--- config.mk ---
export PLATFORM = sky130hd
export DESIGN_NAME = flash_cmd_ctrl
export DESIGN_NICKNAME = d
export VERILOG_FILES = /design/src/rtl/flash_cmd_pkg.sv /design/src/rtl/flash_cmd_seq.sv /design/src/rtl/flash_store.sv /design/src/rtl/flash_rd_mux.sv /design/src/rtl/flash_cmd_ctrl.sv
export SDC_FILE = /design/constraint.sdc
export NUM_CORES = 2
export LEC_CHECK = 0
export BUFFER_PORTS_ARGS = -buffer_cell sky130_fd_sc_hd__clkbuf_2
export CORE_MARGIN = 2
export CORE_UTILIZATION = 58
export DETAILED_ROUTE_END_ITERATION = 8
export PLACE_DENSITY = 0.77
export SETUP_SLACK_MARGIN = 0.02
export SYNTH_ARGS = -nofsm -noshare
export SYNTH_HDL_FRONTEND = slang
export SYNTH_SLANG_ARGS = --single-unit
--- constraint.sdc ---
create_clock -name clk -period 4.4 [get_ports clk]
set_input_delay 0.44 -clock clk [delete_from_list [all_inputs] [get_ports clk]]
set_output_delay 0.44 -clock clk [all_outputs]
set_load 0.02 [all_outputs]
--- src/rtl/flash_cmd_pkg.sv ---
package flash_cmd_pkg;

  typedef enum logic [1:0] {
    PH_IDLE    = 2'd0,
    PH_ARG     = 2'd1,
    PH_DATA    = 2'd2,
    PH_CONFIRM = 2'd3
  } phase_t;

  typedef enum logic [1:0] {
    SRC_ARRAY,
    SRC_STATUS,
    SRC_IDENT,
    SRC_QUERY
  } rd_src_t;

  localparam logic [7:0] OP_ARRAY0   = 8'h00;
  localparam logic [7:0] OP_PROG_A   = 8'h10;
  localparam logic [7:0] OP_ERASE    = 8'h20;
  localparam logic [7:0] OP_ERASE_B  = 8'h28;
  localparam logic [7:0] OP_PROG_B   = 8'h40;
  localparam logic [7:0] OP_CLEAR    = 8'h50;
  localparam logic [7:0] OP_LOCK     = 8'h60;
  localparam logic [7:0] OP_STAT     = 8'h70;
  localparam logic [7:0] OP_IDENT    = 8'h90;
  localparam logic [7:0] OP_QUERY    = 8'h98;
  localparam logic [7:0] OP_BUFWR    = 8'hE8;
  localparam logic [7:0] OP_ARRAY1   = 8'hF0;
  localparam logic [7:0] OP_ARRAY2   = 8'hFF;
  localparam logic [7:0] OP_CONFIRM  = 8'hD0;
  localparam logic [7:0] OP_UNLOCK   = 8'h01;

  localparam int ST_READY = 7;
  localparam int ST_ERASE_ERR = 5;
  localparam int ST_PROG_ERR = 4;

  function automatic rd_src_t source_of(input logic [7:0] cmd);
    case (cmd)
      OP_PROG_A, OP_ERASE, OP_ERASE_B, OP_PROG_B,
      OP_CLEAR, OP_LOCK, OP_STAT, OP_BUFWR: return SRC_STATUS;
      OP_IDENT: return SRC_IDENT;
      OP_QUERY: return SRC_QUERY;
      default:  return SRC_ARRAY;
    endcase
  endfunction

  function automatic logic [7:0] query_byte(input logic [7:0] off,
                                            input logic [7:0] size_log2);
    case (off)
      8'h10:   return 8'h51;
      8'h11:   return 8'h52;
      8'h12:   return 8'h59;
      8'h13:   return 8'h01;
      8'h27:   return size_log2;
      8'h2C:   return 8'h01;
      default: return 8'h00;
    endcase
  endfunction

  function automatic logic [63:0] low_bytes(input logic [1:0] sz);
    logic [63:0] m;
    m = '0;
    for (int b = 0; b < 8; b++)
      if (b < (1 << sz)) m[b*8 +: 8] = 8'hFF;
    return m;
  endfunction

endpackage

--- src/rtl/flash_cmd_seq.sv ---
module flash_cmd_seq
  import flash_cmd_pkg::*;
#(
  parameter int LANE_BITS = 16
) (
  input  logic                 clk,
  input  logic                 rst_n,
  input  logic                 wr_en,
  input  logic                 wr_protect,
  input  logic [7:0]           code,
  input  logic [LANE_BITS-1:0] arg,
  output phase_t               phase_q,
  output logic [7:0]           cmd_q,
  output logic [7:0]           status_q,
  output logic                 ev_prog,
  output logic                 ev_erase,
  output logic                 ev_clear,
  output logic                 ev_err,
  output logic                 ev_fwd,
  output logic                 ev_commit,
  output logic                 ev_abort
);

  phase_t               phase_n;
  logic [7:0]           cmd_n;
  logic [7:0]           status_n;
  logic [LANE_BITS-1:0] count_q, count_n;
  logic                 to_array;

  always_comb begin
    phase_n   = phase_q;
    cmd_n     = cmd_q;
    status_n  = status_q;
    count_n   = count_q;
    ev_prog   = 1'b0;
    ev_erase  = 1'b0;
    ev_clear  = 1'b0;
    ev_err    = 1'b0;
    ev_fwd    = 1'b0;
    ev_commit = 1'b0;
    ev_abort  = 1'b0;
    to_array  = 1'b0;
    if (wr_en) begin
      unique case (phase_q)
        PH_IDLE: begin
          case (code)
            OP_ARRAY0, OP_ARRAY1, OP_ARRAY2: to_array = 1'b1;
            OP_CLEAR: begin
              status_n = 8'h00;
              ev_clear = 1'b1;
              to_array = 1'b1;
            end
            OP_STAT, OP_IDENT: cmd_n = code;
            OP_PROG_A, OP_PROG_B, OP_LOCK, OP_QUERY: begin
              cmd_n   = code;
              phase_n = PH_ARG;
            end
            OP_ERASE: begin
              cmd_n    = code;
              phase_n  = PH_ARG;
              ev_erase = !wr_protect;
              if (wr_protect) status_n[ST_ERASE_ERR] = 1'b1;
              status_n[ST_READY] = 1'b1;
            end
            OP_BUFWR: begin
              cmd_n   = code;
              phase_n = PH_ARG;
              status_n[ST_READY] = 1'b1;
            end
            default: ev_err = 1'b1;
          endcase
        end
        PH_ARG: begin
          case (cmd_q)
            OP_PROG_A, OP_PROG_B: begin
              ev_prog = !wr_protect;
              if (wr_protect) status_n[ST_PROG_ERR] = 1'b1;
              status_n[ST_READY] = 1'b1;
              phase_n = PH_IDLE;
            end
            OP_ERASE, OP_ERASE_B: begin
              if (code == OP_CONFIRM) begin
                phase_n = PH_IDLE;
                status_n[ST_READY] = 1'b1;
              end else if (code == OP_ARRAY2) to_array = 1'b1;
              else ev_err = 1'b1;
            end
            OP_BUFWR: begin
              count_n = arg;
              phase_n = PH_DATA;
            end
            OP_LOCK: begin
              if (code == OP_CONFIRM || code == OP_UNLOCK) begin
                phase_n = PH_IDLE;
                status_n[ST_READY] = 1'b1;
              end else to_array = 1'b1;
            end
            OP_QUERY: if (code == OP_ARRAY2) to_array = 1'b1;
            default: ev_err = 1'b1;
          endcase
        end
        PH_DATA: begin
          if (cmd_q == OP_BUFWR) begin
            ev_fwd = !wr_protect;
            if (wr_protect) status_n[ST_PROG_ERR] = 1'b1;
            status_n[ST_READY] = 1'b1;
            if (count_q == '0) phase_n = PH_CONFIRM;
            else count_n = count_q - 1'b1;
          end else ev_err = 1'b1;
        end
        PH_CONFIRM: begin
          if (cmd_q == OP_BUFWR && code == OP_CONFIRM && !status_q[ST_PROG_ERR]) begin
            ev_commit = 1'b1;
            phase_n   = PH_IDLE;
            status_n[ST_READY] = 1'b1;
          end else begin
            ev_abort = 1'b1;
            if (cmd_q == OP_BUFWR) to_array = 1'b1;
            else ev_err = 1'b1;
          end
        end
        default: ev_err = 1'b1;
      endcase
      if (to_array || ev_err) begin
        phase_n = PH_IDLE;
        cmd_n   = OP_ARRAY0;
      end
    end
  end

  always_ff @(posedge clk) begin
    if (!rst_n) begin
      phase_q  <= PH_IDLE;
      cmd_q    <= OP_ARRAY0;
      status_q <= 8'h80;
      count_q  <= '0;
    end else begin
      phase_q  <= phase_n;
      cmd_q    <= cmd_n;
      status_q <= status_n;
      count_q  <= count_n;
    end
  end

endmodule

--- src/rtl/flash_store.sv ---
module flash_store #(
  parameter int DATA_W     = 32,
  parameter int WORDS      = 64,
  parameter int SECT_WORDS = 16,
  localparam int IDX_W     = $clog2(WORDS),
  localparam int SECT_SH   = $clog2(SECT_WORDS)
) (
  input  logic              clk,
  input  logic              rst_n,
  input  logic              prog,
  input  logic              erase,
  input  logic [IDX_W-1:0]  idx,
  input  logic [DATA_W-1:0] wdata,
  input  logic [DATA_W-1:0] bmask,
  output logic [DATA_W-1:0] rword
);

  logic [DATA_W-1:0] mem [WORDS];

  function automatic logic same_sector(input logic [IDX_W-1:0] a,
                                       input logic [IDX_W-1:0] b);
    return (a >> SECT_SH) == (b >> SECT_SH);
  endfunction

  for (genvar w = 0; w < WORDS; w++) begin : g_word
    localparam logic [IDX_W-1:0] WIDX = IDX_W'(w);
    always_ff @(posedge clk) begin
      if (!rst_n) mem[w] <= '1;
      else if (erase && same_sector(WIDX, idx)) mem[w] <= '1;
      else if (prog && idx == WIDX) mem[w] <= (mem[w] & ~bmask) | (wdata & bmask);
    end
  end

  assign rword = mem[idx];

endmodule

--- src/rtl/flash_rd_mux.sv ---
module flash_rd_mux
  import flash_cmd_pkg::*;
#(
  parameter int ADDR_W    = 8,
  parameter int DATA_W    = 32,
  parameter int DEV_BYTES = 2,
  parameter logic [15:0] MANUF_ID  = 16'h0089,
  parameter logic [15:0] DEVICE_ID = 16'h0018,
  parameter logic [7:0]  SIZE_LOG2 = 8'd8,
  localparam int LANE_BITS = DEV_BYTES * 8,
  localparam int LANES     = DATA_W / LANE_BITS
) (
  input  logic              clk,
  input  logic              rst_n,
  input  logic              rd_en,
  input  logic [ADDR_W-1:0] addr,
  input  logic [1:0]        acc_size,
  input  logic [7:0]        cmd,
  input  logic [7:0]        status,
  input  logic [DATA_W-1:0] aword,
  output logic [DATA_W-1:0] rdata,
  output logic              rd_valid
);

  logic [7:0]           off;
  logic [LANE_BITS-1:0] lane_val;
  logic [DATA_W-1:0]    pick;
  logic [DATA_W-1:0]    amask;
  logic [63:0]          m64;

  function automatic logic [DATA_W-1:0] spread(input logic [LANE_BITS-1:0] v,
                                               input logic [1:0] sz);
    logic [DATA_W-1:0] r;
    r = '0;
    r[LANE_BITS-1:0] = v;
    for (int k = 1; k < LANES; k++)
      if ((k + 1) * DEV_BYTES <= (1 << sz)) r[k*LANE_BITS +: LANE_BITS] = v;
    return r;
  endfunction

  assign off   = addr[7:0];
  assign m64   = low_bytes(acc_size);
  assign amask = m64[DATA_W-1:0];

  always_comb begin
    lane_val = '0;
    pick     = aword;
    unique case (source_of(cmd))
      SRC_STATUS: begin
        lane_val = LANE_BITS'(status);
        pick     = spread(lane_val, acc_size);
      end
      SRC_IDENT: begin
        if (off == 8'h00)      lane_val = LANE_BITS'(MANUF_ID);
        else if (off == 8'h01) lane_val = LANE_BITS'(DEVICE_ID);
        pick = spread(lane_val, acc_size);
      end
      SRC_QUERY: begin
        lane_val = LANE_BITS'(query_byte(off, SIZE_LOG2));
        pick     = spread(lane_val, acc_size);
      end
      default: pick = aword;
    endcase
  end

  always_ff @(posedge clk) begin
    if (!rst_n) begin
      rdata    <= '0;
      rd_valid <= 1'b0;
    end else begin
      rd_valid <= rd_en;
      if (rd_en) rdata <= pick & amask;
    end
  end

endmodule

--- src/rtl/flash_cmd_ctrl.sv ---
module flash_cmd_ctrl
  import flash_cmd_pkg::*;
#(
  parameter int ADDR_W     = 8,
  parameter int DATA_W     = 32,
  parameter int DEV_BYTES  = 2,
  parameter int WORDS      = 64,
  parameter int SECT_WORDS = 16,
  parameter logic [15:0] MANUF_ID  = 16'h0089,
  parameter logic [15:0] DEVICE_ID = 16'h0018
) (
  input  logic              clk,
  input  logic              rst_n,
  input  logic              wr_protect,
  input  logic [ADDR_W-1:0] addr,
  input  logic [1:0]        acc_size,
  input  logic              wr_en,
  input  logic [DATA_W-1:0] wdata,
  input  logic              rd_en,
  output logic [DATA_W-1:0] rdata,
  output logic              rd_valid,
  output logic              bw_wr,
  output logic [ADDR_W-1:0] bw_addr,
  output logic [DATA_W-1:0] bw_data,
  output logic              bw_commit,
  output logic              bw_abort
);

  localparam int LANE_BITS = DEV_BYTES * 8;
  localparam int IDX_W     = $clog2(WORDS);
  localparam logic [7:0] SIZE_LOG2 = 8'($clog2(WORDS * DATA_W / 8));

  phase_t            phase_q;
  logic [7:0]        cmd_q;
  logic [7:0]        status_q;
  logic              ev_prog, ev_erase, ev_clear, ev_err;
  logic              ev_fwd, ev_commit, ev_abort;
  logic [DATA_W-1:0] aword;
  logic [DATA_W-1:0] wmask;
  logic [63:0]       m64;

  assign m64   = low_bytes(acc_size);
  assign wmask = m64[DATA_W-1:0];

  flash_cmd_seq #(.LANE_BITS(LANE_BITS)) u_seq (
    .clk(clk), .rst_n(rst_n), .wr_en(wr_en), .wr_protect(wr_protect),
    .code(wdata[7:0]), .arg(wdata[LANE_BITS-1:0]),
    .phase_q(phase_q), .cmd_q(cmd_q), .status_q(status_q),
    .ev_prog(ev_prog), .ev_erase(ev_erase), .ev_clear(ev_clear), .ev_err(ev_err),
    .ev_fwd(ev_fwd), .ev_commit(ev_commit), .ev_abort(ev_abort)
  );

  flash_store #(.DATA_W(DATA_W), .WORDS(WORDS), .SECT_WORDS(SECT_WORDS)) u_store (
    .clk(clk), .rst_n(rst_n), .prog(ev_prog), .erase(ev_erase),
    .idx(addr[IDX_W-1:0]), .wdata(wdata), .bmask(wmask), .rword(aword)
  );

  flash_rd_mux #(
    .ADDR_W(ADDR_W), .DATA_W(DATA_W), .DEV_BYTES(DEV_BYTES),
    .MANUF_ID(MANUF_ID), .DEVICE_ID(DEVICE_ID), .SIZE_LOG2(SIZE_LOG2)
  ) u_rd (
    .clk(clk), .rst_n(rst_n), .rd_en(rd_en), .addr(addr), .acc_size(acc_size),
    .cmd(cmd_q), .status(status_q), .aword(aword),
    .rdata(rdata), .rd_valid(rd_valid)
  );

  always_ff @(posedge clk) begin
    if (!rst_n) begin
      bw_wr     <= 1'b0;
      bw_addr   <= '0;
      bw_data   <= '0;
      bw_commit <= 1'b0;
      bw_abort  <= 1'b0;
    end else begin
      bw_wr     <= ev_fwd;
      bw_commit <= ev_commit;
      bw_abort  <= ev_abort;
      if (ev_fwd) begin
        bw_addr <= addr;
        bw_data <= wdata;
      end
    end
  end

endmodule

==> flow_metrics.py <==
metrics = {
    "run_status": {
        "outcome": "finished clean",
    },
    "power": {
        "power.switching_mw": 10.5,
        "clkPwrFrac": 0.420,
        "cellPowerDensity_mw_per_mm2": 379,
        "vdd_drop_max_mv": 0.352,
        "p_int_mw": 33.8,
        "power_frac_seq": 0.507,
        "p_comb_frac": 0.073,
        "p_leak_nw": 30.8,
        "swShare": 0.238,
    },
    "critical_path": {
        "reg2reg_depth": 7,
        "worstSetupStartpoint": "u_seq.cmd_q[7]",
        "crit_path_end_kind": "register",
        "critPathCapture": "u_store.mem[53][27]",
        "r2r_slack_ns": 0.44,
        "crit_chain": "or4_4, nor4_2, nand3_1, nor2_2, nand2_2, o21ai_4, buf_4",
        "slowest_delay_ns": 0.93,
        "reg2reg_to": "u_store.mem[53][27]",
        "cp-start-kind": "register",
        "crit_arrival_ns": 4.51,
        "rr_startpoint": "u_seq.cmd_q[7]",
        "critical_path_class": "register to register",
        "cp.required_ns": 4.96,
        "cp_slowest_cell": "o21ai_4",
        "crit_path_max_fanout": 20,
    },
    "route": {
        "totalWireLength_um": 338000,
        "drc": 0,
        "ant_nets": 0,
        "drt_iter0_markers": 12900,
        "viasPerCell": 7.11,
        "num_vias": 74400,
        "drt_first_pass_iters": 8,
        "wl_per_cell_um": 32.3,
    },
    "grt": {
        "met2_usage": 0.539,
        "grt_pass1_wl_um": 491000,
        "met1_usage": 0.462,
        "grt_overflow": 0,
        "antenna_found_initial": 21,
        "use_met3": 0.0973,
        "track_usage": 0.361,
        "grt_pass1_vias": 72500,
        "top_usage_layer": "met2",
        "grt_max_degree": 283,
    },
    "sta": {
        "setup_tns_ns": 0,
        "drv_slew": 0,
        "finalCriticalPeriod_ns": 3.96,
        "slew_headroom": 0.0927,
        "hold_viol_final": 0,
        "timing.fmax_mhz": 253,
        "worstMarginPinSlew_ns": 1.36,
        "rsz0062_at_grt": "false",
        "setup_slack_ns": 0.444,
        "finalSetupViolations": 0,
        "period_share": 0.899,
        "finalClockSkew_ns": 0.0309,
    },
    "placed_design": {
        "dpl.cell_count": 10000,
        "place_area_mm2": 0.110,
        "post-place-ws_ns": 0.260,
        "port_buffers": 122,
        "hpwlAfterDp_um": 202000,
        "gp_congestion": 0.976,
    },
    "synthesis": {
        "syn_area_mm2": 0.106,
        "synth_area_per_cell_um2": 13.1,
        "synth_seq_cells": 2153,
        "async_reset_ff_frac": 0,
        "ys_types": 79,
        "synth-edff-count": 2048,
        "syn_inst": 8058,
        "synth_ff_type": "edfxtp_1",
        "synth_fp_nets": 8111,
        "ys_seq_area_frac": 0.602,
        "ys_warn_count": 0,
    },
    "clock_network": {
        "root_buffer": "clkbuf_16",
        "clk_pin_slew_ns": 0.06,
        "post_cts_buffers": 0,
        "h-tree-depth": 4,
        "cts_tree": "built",
        "ctsResizeCount": 0,
        "numCtsBuffers": 217,
        "clk_path_buf_depth": 3,
        "clkLatencyLatePin_ns": 0.89,
        "cts_sinks": 2153,
    },
    "finish": {
        "layout.nets": 7954,
        "fin_area_mm2": 0.117,
        "final_core_util": 0.646,
        "stdcell_count": 10500,
        "layout-drive-gt1-share": 0.195,
        "nFillCells": 12600,
        "area_growth_pct": 10.5,
    },
    "worst_hold_path": {
        "hold_path.class": "input pin to register",
    },
    "die": {
        "pin_count": 123,
        "rows": 156,
        "dieWidth_um": 431,
        "die_area_mm2": 0.186,
        "fp.dieH_um": 431,
        "coreArea_mm2": 0.181,
        "start_util": 0.584,
    },
    "flow_run": {
        "drv_cap": 0,
    },
}
[worst min-delay path by stage]
stage,cells past startpoint,start,to
after floorplan,1,u_seq.cmd_q[2],u_seq.cmd_q[2]
after global placement,2,bw_data[9],bw_data[9]
after detailed placement,2,bw_addr[4],bw_addr[4]
after CTS,3,wr_en,bw_abort
after global routing,3,wr_en,u_seq.status_q[4]
final,3,wdata[25],bw_data[25]
[layout make-up]
cell class,count,area [um^2],area share
Antenna cell,12,30.0,0.000257
Clock inverter,130,1300,0.0111
Inverter,16,60.1,0.000514
Tap cell,2370,2970,0.0254
Multi-Input combinational cell,5043,39300,0.337
Timing Repair Buffer,470,3820,0.0327
Clock buffer,271,5710,0.0489
Sequential cell,2153,63600,0.544
[power groups by stage]
stage | registers (mW) | clock network [mW] | logic, mW
finish | 22.5 | 18.6 | 3.24
global route | 22.5 | 19.3 | 3.36
CTS | 22.5 | 18.6 | 3.15
detailed placement | 22.9 | 0 | 3.10
global placement | 22.9 | 0 | 3.06
floorplan | 22.9 | 0 | 1.89
[worst max-delay path, delay by kind of cell, from the launching register on]
family	cells	cell delay, ns
flops	1	0.40
compound gates	1	0.93
buf+inv	1	0.37
simple gates	5	1.90
[layer usage]
metal	vias to the layer above	routed length, um
met5	-	71
met4	10	27700
met3	1092	45700
met2	6275	151000
met1	37000	114000
li1	30000	-
[sequential cells by signal, indices dropped and copies added (netlist names)]
register,count
u_seq.phase_q,2
bw_wr,1
bw_data,32
u_seq.status_q,3
u_seq.cmd_q,8
bw_addr,8
u_rd.rdata,32
u_store.mem,2048
u_rd.rd_valid,1
bw_commit,1
u_seq.count_q,16
bw_abort,1
[Yosys cell counts, drive strengths merged (10+ instances only)]
master      n  area [um^2]
nor2      105          707
a21oi     589         2950
edfxtp   2048        61500
buf       293         1590
o22ai      24          150
inv        15         56.3
or3       466         2920
o21ai      84          420
nand2b   1096         6860
mux2i      72          721
nor2b      45          282
a2111oi    12          105
nor3       22          161
nand3    1049         5250
o211ai     12         90.1
clkbuf    553         2080
dfxtp     105         2100
a22oi      25          188
a31oi      10         62.6
a211oi     13         97.6
nand2     668         2520
o221a      10          113
mux4      607        13700
[kinds of logic (layout without fill, tap and decap cells)]
group	Yosys count	count (layout)	synth area share
other	0	12	0
XOR/XNOR	3	3	0.000249
buffers and inverters	862	887	0.0352
multiplexers	683	683	0.137
AND/OR/NAND/NOR	3512	3512	0.181
AO/OA/AOI/OAI	839	839	0.0444
adder cells (fa/ha/maj)	6	6	0.000710
flip-flops	2153	2153	0.602
[placed cells by master, fill, tap and decap left out, types with 10 or more instances in the layout]
cell type,instances
dfxtp_1,105
nor3_1,13
a211oi_1,13
nand2_4,16
clkbuf_16,217
a22oi_1,25
clkbuf_2,120
nand2_1,635
o211ai_1,12
inv_1,14
o21ai_4,58
clkbuf_1,43
nor2_1,44
a2111oi_0,12
nor2_2,24
a31oi_1,10
clkinv_2,39
diode_2,12
o21ai_0,26
dlygate4sd3_1,26
clkinv_1,46
nand2b_1,1090
o221a_2,10
buf_12,39
bufinv_16,21
nand2_2,17
nor2_4,37
o22ai_1,24
nor2b_1,36
mux2i_1,72
a21oi_1,589
or3_1,466
edfxtp_1,2048
mux4_2,607
nand3_1,1048
buf_4,283
[what timing repair did]
| item | 4_1_cts | 5_1_grt |
|---|---|---|
| hold endpoints to repair | 27 | 0 |
| setup endpoints to repair | 0 | 0 |
| hold buffers | 26 | 0 |
[through the flow]
stage               total power, mW  hold slack [ns]
floorplan                      24.8            0.455
global placement               26.0            0.442
detailed placement             26.0            0.446
CTS                            44.2           0.0727
global route                   45.2            0.119
finish                         44.3           0.0873
Power figures use the tool's default switching activity.
